===== config.mk =====
export PLATFORM = sky130hd
export DESIGN_NAME = smb_byte_target
export DESIGN_NICKNAME = d
export VERILOG_FILES = /design/src/rtl/smb_byte_target.sv
export SDC_FILE = /design/constraint.sdc
export NUM_CORES = 1
export LEC_CHECK = 0
export ABC_AREA = 1
export ABC_CLOCK_PERIOD_IN_PS = 2360
export BUFFER_PORTS_ARGS = -buffer_cell sky130_fd_sc_hd__buf_2
export CAP_MARGIN = 20
export CORE_UTILIZATION = 45
export DETAILED_ROUTE_END_ITERATION = 12
export PLACE_DENSITY = 0.72
export SYNTH_ARGS = -nofsm -noshare
export SYNTH_HDL_FRONTEND = slang
export SYNTH_SLANG_ARGS = --single-unit

===== constraint.sdc =====
create_clock -name clk -period 2.36 [get_ports clk]
set_input_delay 0.118 -clock clk [delete_from_list [all_inputs] [get_ports clk]]
set_output_delay 0.118 -clock clk [all_outputs]
set_load 0.005 [all_outputs]

===== src/rtl/smb_byte_target.sv =====
module smb_byte_target #(
  parameter int NREG = 4
) (
  input  logic              clk,
  input  logic              rst_n,
  input  logic [1:0]        strap0,
  input  logic [1:0]        strap1,
  input  logic [1:0]        strap2,
  input  logic              ev_start,
  input  logic              ev_rstart,
  input  logic              ev_stop,
  input  logic              ev_byte,
  input  logic [7:0]        rx_byte,
  input  logic              ev_tx_done,
  input  logic              alert_pend,
  output logic              ack_valid,
  output logic              ack,
  output logic [7:0]        tx_byte,
  output logic              ara_done,
  output logic [8*NREG-1:0] regs_flat
);
  localparam int PTRW = (NREG > 1) ? $clog2(NREG) : 1;
  localparam int MWE_REG = 2;
  localparam logic [6:0] MASS_ADDR = 7'h5D;
  localparam logic [6:0] ARA_ADDR = 7'h0C;

  typedef enum logic [2:0] {S_IDLE, S_ADDR, S_CMD, S_DATA, S_WSTOP, S_TX, S_ARA} st_t;

  st_t        st;
  logic [7:0] rf [NREG];
  logic [7:0] ptr, shadow, rd_byte;
  logic       pend, ptr_ok;
  logic [4:0] idx;
  logic [6:0] own_addr;
  logic       ptr_in, mwe, rw;
  logic [6:0] rx_addr;

  function automatic logic [4:0] trit(input logic [1:0] c);
    return (c == 2'b00) ? 5'd0 : (c == 2'b01) ? 5'd1 : 5'd2;
  endfunction

  always_comb idx = trit(strap2) * 5'd9 + trit(strap1) * 5'd3 + trit(strap0);
  assign own_addr = {2'b10, idx};
  assign ptr_in   = ptr < 8'(NREG);
  assign mwe      = rf[MWE_REG][0];
  assign rw       = rx_byte[0];
  assign rx_addr  = rx_byte[7:1];

  always_comb begin
    rd_byte = 8'h00;
    if (ptr_in) rd_byte = rf[ptr[PTRW-1:0]];
  end

  for (genvar g = 0; g < NREG; g++) begin : g_flat
    assign regs_flat[8*g +: 8] = rf[g];
  end

  always_ff @(posedge clk or negedge rst_n) begin
    if (!rst_n) begin
      st        <= S_IDLE;
      ack_valid <= 1'b0;
      ack       <= 1'b0;
      tx_byte   <= 8'h00;
      ara_done  <= 1'b0;
      ptr       <= 8'h00;
      shadow    <= 8'h00;
      pend      <= 1'b0;
      ptr_ok    <= 1'b0;
      for (int i = 0; i < NREG; i++) rf[i] <= (i == MWE_REG) ? 8'h01 : 8'h00;
    end else begin
      ack_valid <= 1'b0;
      ara_done  <= 1'b0;
      if (ev_start) begin
        st     <= S_ADDR;
        pend   <= 1'b0;
        ptr_ok <= 1'b0;
      end else if (ev_rstart) begin
        st     <= S_ADDR;
        pend   <= 1'b0;
        ptr_ok <= (st == S_DATA);
      end else if (ev_stop) begin
        if (pend && ptr_in) rf[ptr[PTRW-1:0]] <= shadow;
        pend   <= 1'b0;
        ptr_ok <= 1'b0;
        st     <= S_IDLE;
      end else if (ev_byte) begin
        ack_valid <= 1'b1;
        ack       <= 1'b0;
        case (st)
          S_ADDR: begin
            if (!rw && (rx_addr == own_addr || (rx_addr == MASS_ADDR && mwe))) begin
              ack <= 1'b1;
              st  <= S_CMD;
            end else if (rw && rx_addr == own_addr && ptr_ok) begin
              ack     <= 1'b1;
              tx_byte <= rd_byte;
              st      <= S_TX;
            end else if (rw && rx_addr == ARA_ADDR && alert_pend) begin
              ack     <= 1'b1;
              tx_byte <= {own_addr, 1'b0};
              st      <= S_ARA;
            end else begin
              st <= S_IDLE;
            end
          end
          S_CMD: begin
            ptr <= rx_byte;
            ack <= 1'b1;
            st  <= S_DATA;
          end
          S_DATA: begin
            shadow <= rx_byte;
            pend   <= 1'b1;
            ack    <= 1'b1;
            st     <= S_WSTOP;
          end
          S_WSTOP: begin
            pend <= 1'b0;
            st   <= S_IDLE;
          end
          default: ;
        endcase
      end else if (ev_tx_done) begin
        if (st == S_ARA) ara_done <= 1'b1;
        if (st == S_TX || st == S_ARA) st <= S_IDLE;
      end
    end
  end

  assert_one_event_R2: assert property (@(posedge clk) disable iff (!rst_n)
    $onehot0({ev_start, ev_rstart, ev_stop, ev_byte, ev_tx_done}));

  assert_ack_after_byte_R2: assert property (@(posedge clk) disable iff (!rst_n)
    ack_valid |-> $past(ev_byte));

  assert_mass_gated_R3: assert property (@(posedge clk) disable iff (!rst_n)
    (ev_byte && st == S_ADDR && rx_byte == {MASS_ADDR, 1'b0} && !mwe) |=> !ack);

  assert_regs_hold_R5: assert property (@(posedge clk) disable iff (!rst_n)
    !$past(ev_stop) |-> regs_flat == $past(regs_flat));

  assert_ara_done_R8: assert property (@(posedge clk) disable iff (!rst_n)
    ara_done |-> $past(ev_tx_done));

  assert_unstrapped_read_R7: assert property (@(posedge clk) disable iff (!rst_n)
    (ev_byte && st == S_ADDR && rw && rx_addr == own_addr && !ptr_ok) |=> !ack);
endmodule


== Word level (Yosys, flattened, before mapping) ==
Index checks and enable logic that the tools add are counted.
Word-level totals
  bits of input ports: 22
  bits in registers: 64
  logic and storage cells: 113
Operators by class
  multiplexer cells: 47
  multipliers: 2
  order comparisons: 3
  bitwise operators: 5
  reduce and logical (&&, ||, !) cells: 28
  add/sub/neg operators: 2
  equal/unequal tests: 13
Operators with widths (number)
  $mux W8: 6
  $bwmux W32: 1
  $mux W3: 9
  $mux W1: 20
  $bmux W8 S2: 1
  $demux W8 S2: 1
  $reduce_bool A5 Y1: 3
  $mux W2: 6
  $pmux W3 S4: 1
  $reduce_and A5 Y1: 2
  $eq A3 B3 Y1 const B: 3
  $logic_and A1 B1 Y1: 8
  $lt A8 B3 Y1 const B: 1
  $ne A8 B4 Y1 const B: 1
  $reduce_and A4 Y1: 2
  $eq A7 B4 Y1 const B: 1
  $eq A7 B7 Y1: 1
  $eq A7 B7 Y1 const B: 1
  $reduce_and A7 Y1: 1
  $eq A2 B1 Y1 const B: 3
  $eq A3 B2 Y1 const B: 2
  $logic_not A2 Y1: 3
  $add A5 B2 Y5: 1
  $add A5 B4 Y5: 1
  other kinds (16): 21

== Depth between registers and ports, before layout ==
  depth in word-level cells: 16
  mapped depth: 19
  gate-level depth less buffers: 19

== Worst setup path before layout ==
OpenSTA, ideal clock, no wires.
  path kind: input to register
  start: input port strap2[1]
  end: register tx_byte[7]
  path buffers: 1
  stages: 16
  data required time: 2.244 ns
  arrival: 2.559 ns
  slack: -0.315 ns
  setup time: 0.116 ns
  path through: inv_1 > nand2_1 > fa_1 > fa_1 > fa_1 > inv_1 > nand2_1 > nand2_1 > nand4_1 > nor2_4 > nand4_4 > nand2_2 > nand3_2 > buf_6 > o21ai_2 > inv_1
Between the ends
  word-level cells in the longest chain between the ends: 11
  elaborated cells on any way between the ends: 16
  classes of those cells: add/sub: 2; mul: 1; eq/ne: 2; mux: 3; bitwise: 1; reduce/logical: 7
RTL lines
  from (decl): RTL line 8  | input logic [1:0] strap2,
  $eq A2 B1 Y1: RTL line 39  | return (c == 2'b00) ? 5'd0 : (c == 2'b01) ? 5'd1 : 5'd2;
  $mux W2: RTL line 39
  $mux W2 *: RTL line 39
  $mul A2 B4 Y5 *: RTL line 42  | always_comb idx = trit(strap2) * 5'd9 + trit(strap1) * 5'd3 + trit(strap0);
  $add A5 B4 Y5 *: RTL line 42
  $add A5 B2 Y5 *: RTL line 42
  $eq A7 B7 Y1 *: RTL line 91, 94
  $logic_and A1 B1 Y1 or $logic_or A1 B1 Y1 (tied branches): RTL line 94, 91
  $logic_and A1 B1 Y1 (on tied branches): RTL line 94, 91
  $reduce_bool A2 Y1 (no source line) or $not A1 Y1 (tied branches)
  $reduce_and A7 Y1 (no source line)
  to (signal assigned): RTL line 96  | tx_byte <= rd_byte;
  to (signal assigned): RTL line 100  | tx_byte <= {own_addr, 1'b0};
  to (decl): RTL line 18  | output logic [7:0] tx_byte,
Every way passes the cells marked *; elsewhere a longest branch is shown, timed or not.
A chain may end at the register's enable or synchronous reset.

== Final worst setup path ==
  start: input port strap1[1]
  end: register tx_byte[1]
Between the ends
  word-level cells in the longest chain between the ends: 11
  elaborated cells on any way between the ends: 17
  classes of those cells: add/sub: 2; mul: 1; eq/ne: 2; mux: 4; bitwise: 1; reduce/logical: 7
RTL lines
  from (decl): RTL line 7  | input logic [1:0] strap1,
  $eq A2 B1 Y1: RTL line 39
  $mux W2: RTL line 39
  $mux W2 *: RTL line 39
  $mul A2 B2 Y4 *: RTL line 42
  $add A5 B4 Y5 *: RTL line 42
  $add A5 B2 Y5 *: RTL line 42
  $eq A7 B7 Y1: RTL line 91, 94
  $logic_and A1 B1 Y1 or $logic_or A1 B1 Y1 (tied branches): RTL line 94, 91
  $logic_and A1 B1 Y1 (on tied branches): RTL line 94, 91
  $reduce_bool A2 Y1 (no source line) or $not A1 Y1 (tied branches)
  $reduce_and A7 Y1 (no source line)
Every way passes the cells marked *; elsewhere a longest branch is shown, timed or not. The select of a mux whose other input is x is not followed.

==> summary.txt <==
Worst setup path
  • Delay contributed by the slowest stage of the critical path: ~550 ps
  • Data arrival time of the worst path: 2780 ps
  • Critical-path cell with the highest stage delay: sky130_fd_sc_hd__fa_2
  • Top fanout value on the critical path: 7
  • Required time of the critical path: 2610 ps
  • CP startpoint kind: input pin
  • Category of the worst setup path capture point: register
  • Critical path start-end classification: in -> reg
  • Cell Chain, Critical Path: buf_6 > inv_2 > nand2_2 > fa_1 > fa_2 > fa_2 > nand2_1 > nand2_1 > nand4_1 > nor2_4 > nand3_4 > nor2_4 > nor2_4 > nor2_4 > nand2_1 > nand2_1 > inv_1

Timing
  • Max-slew violation count: 0
  • Skew final: ~12 ps
  • Final setup violation count: 11
  • Final Hold Fails: 0
  • Pin slew with the least headroom to its limit: 929.0 ps
  • Headroom to the max-slew limit: 37.59%
  • Final WS setup: -174.5 ps
  • Share of the clock period used by the worst path after layout: 107.4%
  • Peak clock frequency supported by timing: 394.5 MHz
  • Final critical path time including I/O delays and setup: 2535 ps
  • Setup repair after global routing missed its margin: yes

Yosys
  • Unique cell type count in the Yosys netlist: 30
  • Async SR Flop Fraction: 100.0%
  • Avg Synthesized Cell Area: 8.022 µm²
  • Portion of the post-synthesis area used by sequential elements: 48.97%
  • Post-Syn Area: 0.003273 mm²
  • Post-synth EDFFs: 0
  • Area share of the largest cell type after synthesis: 48.17%
  • Yosys warns: 0
  • Post-Syn Nets: 437
  • FF+latch count, synth: 64
  • Leading cell types by total area after synthesis: sky130_fd_sc_hd__dfrtp_1, sky130_fd_sc_hd__nand2_1, sky130_fd_sc_hd__o21ai_0
  • Prevailing post-synth register cell: sky130_fd_sc_hd__dfrtp_1
  • Leading area contributor after synthesis: sky130_fd_sc_hd__dfrtp_1
  • Number of cells produced by synthesis: 408

Detailed routing
  • Initial detailed-routing violation count: 207
  • Residual DRC count: 0
  • Antenna Nets Post-Route: 0
  • Total Routed Length: 8.590 mm
  • Routed via count: 3107
  • Routed wirelength normalized by instance count: 14.15 µm
  • Pre-antenna DRT Iters: 5
  • Routed vias/inst: about 5.1

Global route
  • Initial antenna violation count: 0
  • Total gr overflow: 0
  • Maximum number of pins on one net before global-route repair: between 60 and 70
  • Vias in the first global route: 2899
  • Global-route wire length before repair: 13.47 mm
  • GRT Overall Usage: between 20% and 30%

Finish
  • FILL cells: 628
  • Syn-to-layout area delta: 28.90%
  • Count of antenna diodes in the layout: 0
  • Fraction of layout instances using a drive strength above 1: around 30%
  • Most common cell after layout, fill and taps aside: sky130_fd_sc_hd__nand2_1
  • Utilization after layout: 61.09%
  • Net total in the final layout: 535
  • Post-route cell area: 0.004219 mm²
  • Commonest cells after routing, fill and taps aside: sky130_fd_sc_hd__nand2_1, sky130_fd_sc_hd__dfrtp_1, sky130_fd_sc_hd__buf_2, sky130_fd_sc_hd__o21ai_0, sky130_fd_sc_hd__inv_1
  • Final Instance Count excl. Fillers: 607

Die
  • Floorplan row count: 30
  • Std-Cell Core Area: 0.006907 mm²
  • Die area: 0.007619 mm²
  • Die width: a little under 90 µm
  • I/O pin total: 65
  • Initial Utilization: 47.39%
  • Vertical die dimension: 87.29 µm

Clock tree
  • Clock input transition at the sequential cells of the worst setup and hold paths: 80 ps
  • Num Clock Sinks: 64
  • CTS root buf: sky130_fd_sc_hd__clkbuf_8
  • Maximum level of the CTS H-tree: 3
  • Clock tree from TritonCTS: yes
  • Clock buffer depth: 2
  • Insertion delay of the later-clocked pin in the worst-skew pair: 340 ps
  • Clock buffer count from CTS: 9

Place
  • RD Place Congestion: around 0.89
  • Post-detailed-placement cell area: 0.003834 mm²
  • Placed cell count: 580
  • Worst setup slack before clock tree synthesis: -506.7 ps
  • Number of input and output port buffers inserted: 64
  • DP HPWL: 5.945 mm

Run status
  • Outcome: finished with violations
  • Failing checks: negative setup slack

Pwr
  • Switching power: about 0.61 mW
  • Clock Power Share: 38.3%
  • Power, Total: 2.252 mW
  • Sequential power share: 49.1%
  • Comb power frac: 12.6%
  • Fraction of power spent switching nets: 27.23%
  • Internal Dissipation: around 1.6 mW
  • Power density relative to cell area: ~530 mW/mm²
  • Max IR drop VDD: a little under 400 µV
  • P_leak: approximately 2.1 nW

Worst hold path
  • Worst min-delay path category: in -> reg

Run
  • Maximum capacitance violations: 0
## state kept, by name, indices dropped and copies added (netlist names)
name and flops:
ptr_ok 1, pend 1, tx_byte 8, ara_done 1, st 3, ptr 8
shadow 8, ack_valid 1, regs_flat 32, ack 1
## what timing repair did
action	CTS	global route
hold buffers	3	0
pin swaps	2	10
setup buffers	4	3
cloned	0	1
gates resized for setup	9	22
setup endpoints to repair	9	12
endpoints found under the hold margin	65	0
## worst max-delay path, delay by kind of cell
family	cells	cell delay, ps
and+or+nand+nor	11	1110
adders and majority gates	3	1400
buffers and inverters	3	160
## per-layer routing
metal  wire length (µm)  vias to the layer above  GRT usage, %
met5                  0                        -             0
met1               3689                     1466         30.81
met2               4344                      101         37.50
met3                389                       16         3.318
met4                165                        0         9.091
li1                   -                     1524             -
## cell usage after synthesis, drive strengths merged (2+ instances only)
cell / count
or2: 2
clkinv: 2
nand2: 137
nor3: 10
inv: 48
clkbuf: 5
a21oi: 3
buf: 5
ha: 4
nand3: 20
dfrtp: 63
a22oi: 5
nand4: 12
o21ai: 59
nor2: 25
fa: 3
## power groups by stage
stage	Sequential [mW]	Combinational [mW]	Clock, mW
5_1_grt	1.11	0.317	0.919
3_5_place_dp	1.13	0.250	0
2_1_floorplan	1.13	0.129	0
6_report	1.11	0.284	0.863
4_1_cts	1.11	0.264	0.872
3_3_place_gp	1.13	0.245	0
## final timing paths
kind,from,to,slack [ps],cells past startpoint
worst max-delay path,strap1[1],tx_byte[1],-170,17
worst min-delay path,ev_rstart,ptr_ok,40,3
worst max register to register,st[2],st[1],390,6
worst min register to register,shadow[3],shadow[3],490,2
max in group asynchronous,rst_n,ptr[3],1330,3
min in group asynchronous,rst_n,regs_flat[30],490,3
## metrics by stage
| stage | hold WS [ps] | TNS, ps |
|---|---|---|
| 3_5_place_dp | 335.0 | -5142 |
| 2_1_floorplan | -177.6 | -1990 |
| 3_3_place_gp | 330.9 | -4545 |
| 5_1_grt | 58.25 | -3014 |
| 6_report | 42.69 | -1099 |
| 4_1_cts | 39.74 | -452.5 |
## logic make-up (layout without fill, tap and decap cells)
family / count (synthesis) / after routing / synth area share [%]
compound gates: 68 / 68 / 11.24
flops: 64 / 64 / 48.97
fa+ha+maj: 7 / 7 / 3.364
buf+inv: 60 / 162 / 7.263
xor+xnor: 2 / 2 / 0.5353
simple gates: 207 / 208 / 28.63
## cell type report
class | count | area, µm² | share of cell area [%]
Clock inverter | 6 | 43.79 | 1.038
Tap cell | 96 | 120.1 | 2.847
Sequential cell | 64 | 1603 | 37.99
Timing Repair Buffer | 96 | 584.3 | 13.85
Clock buffer | 10 | 137.6 | 3.262
Multi-Input combinational cell | 285 | 1540 | 36.51
Inverter | 50 | 190.2 | 4.508
(Power assumes the default switching activity.)
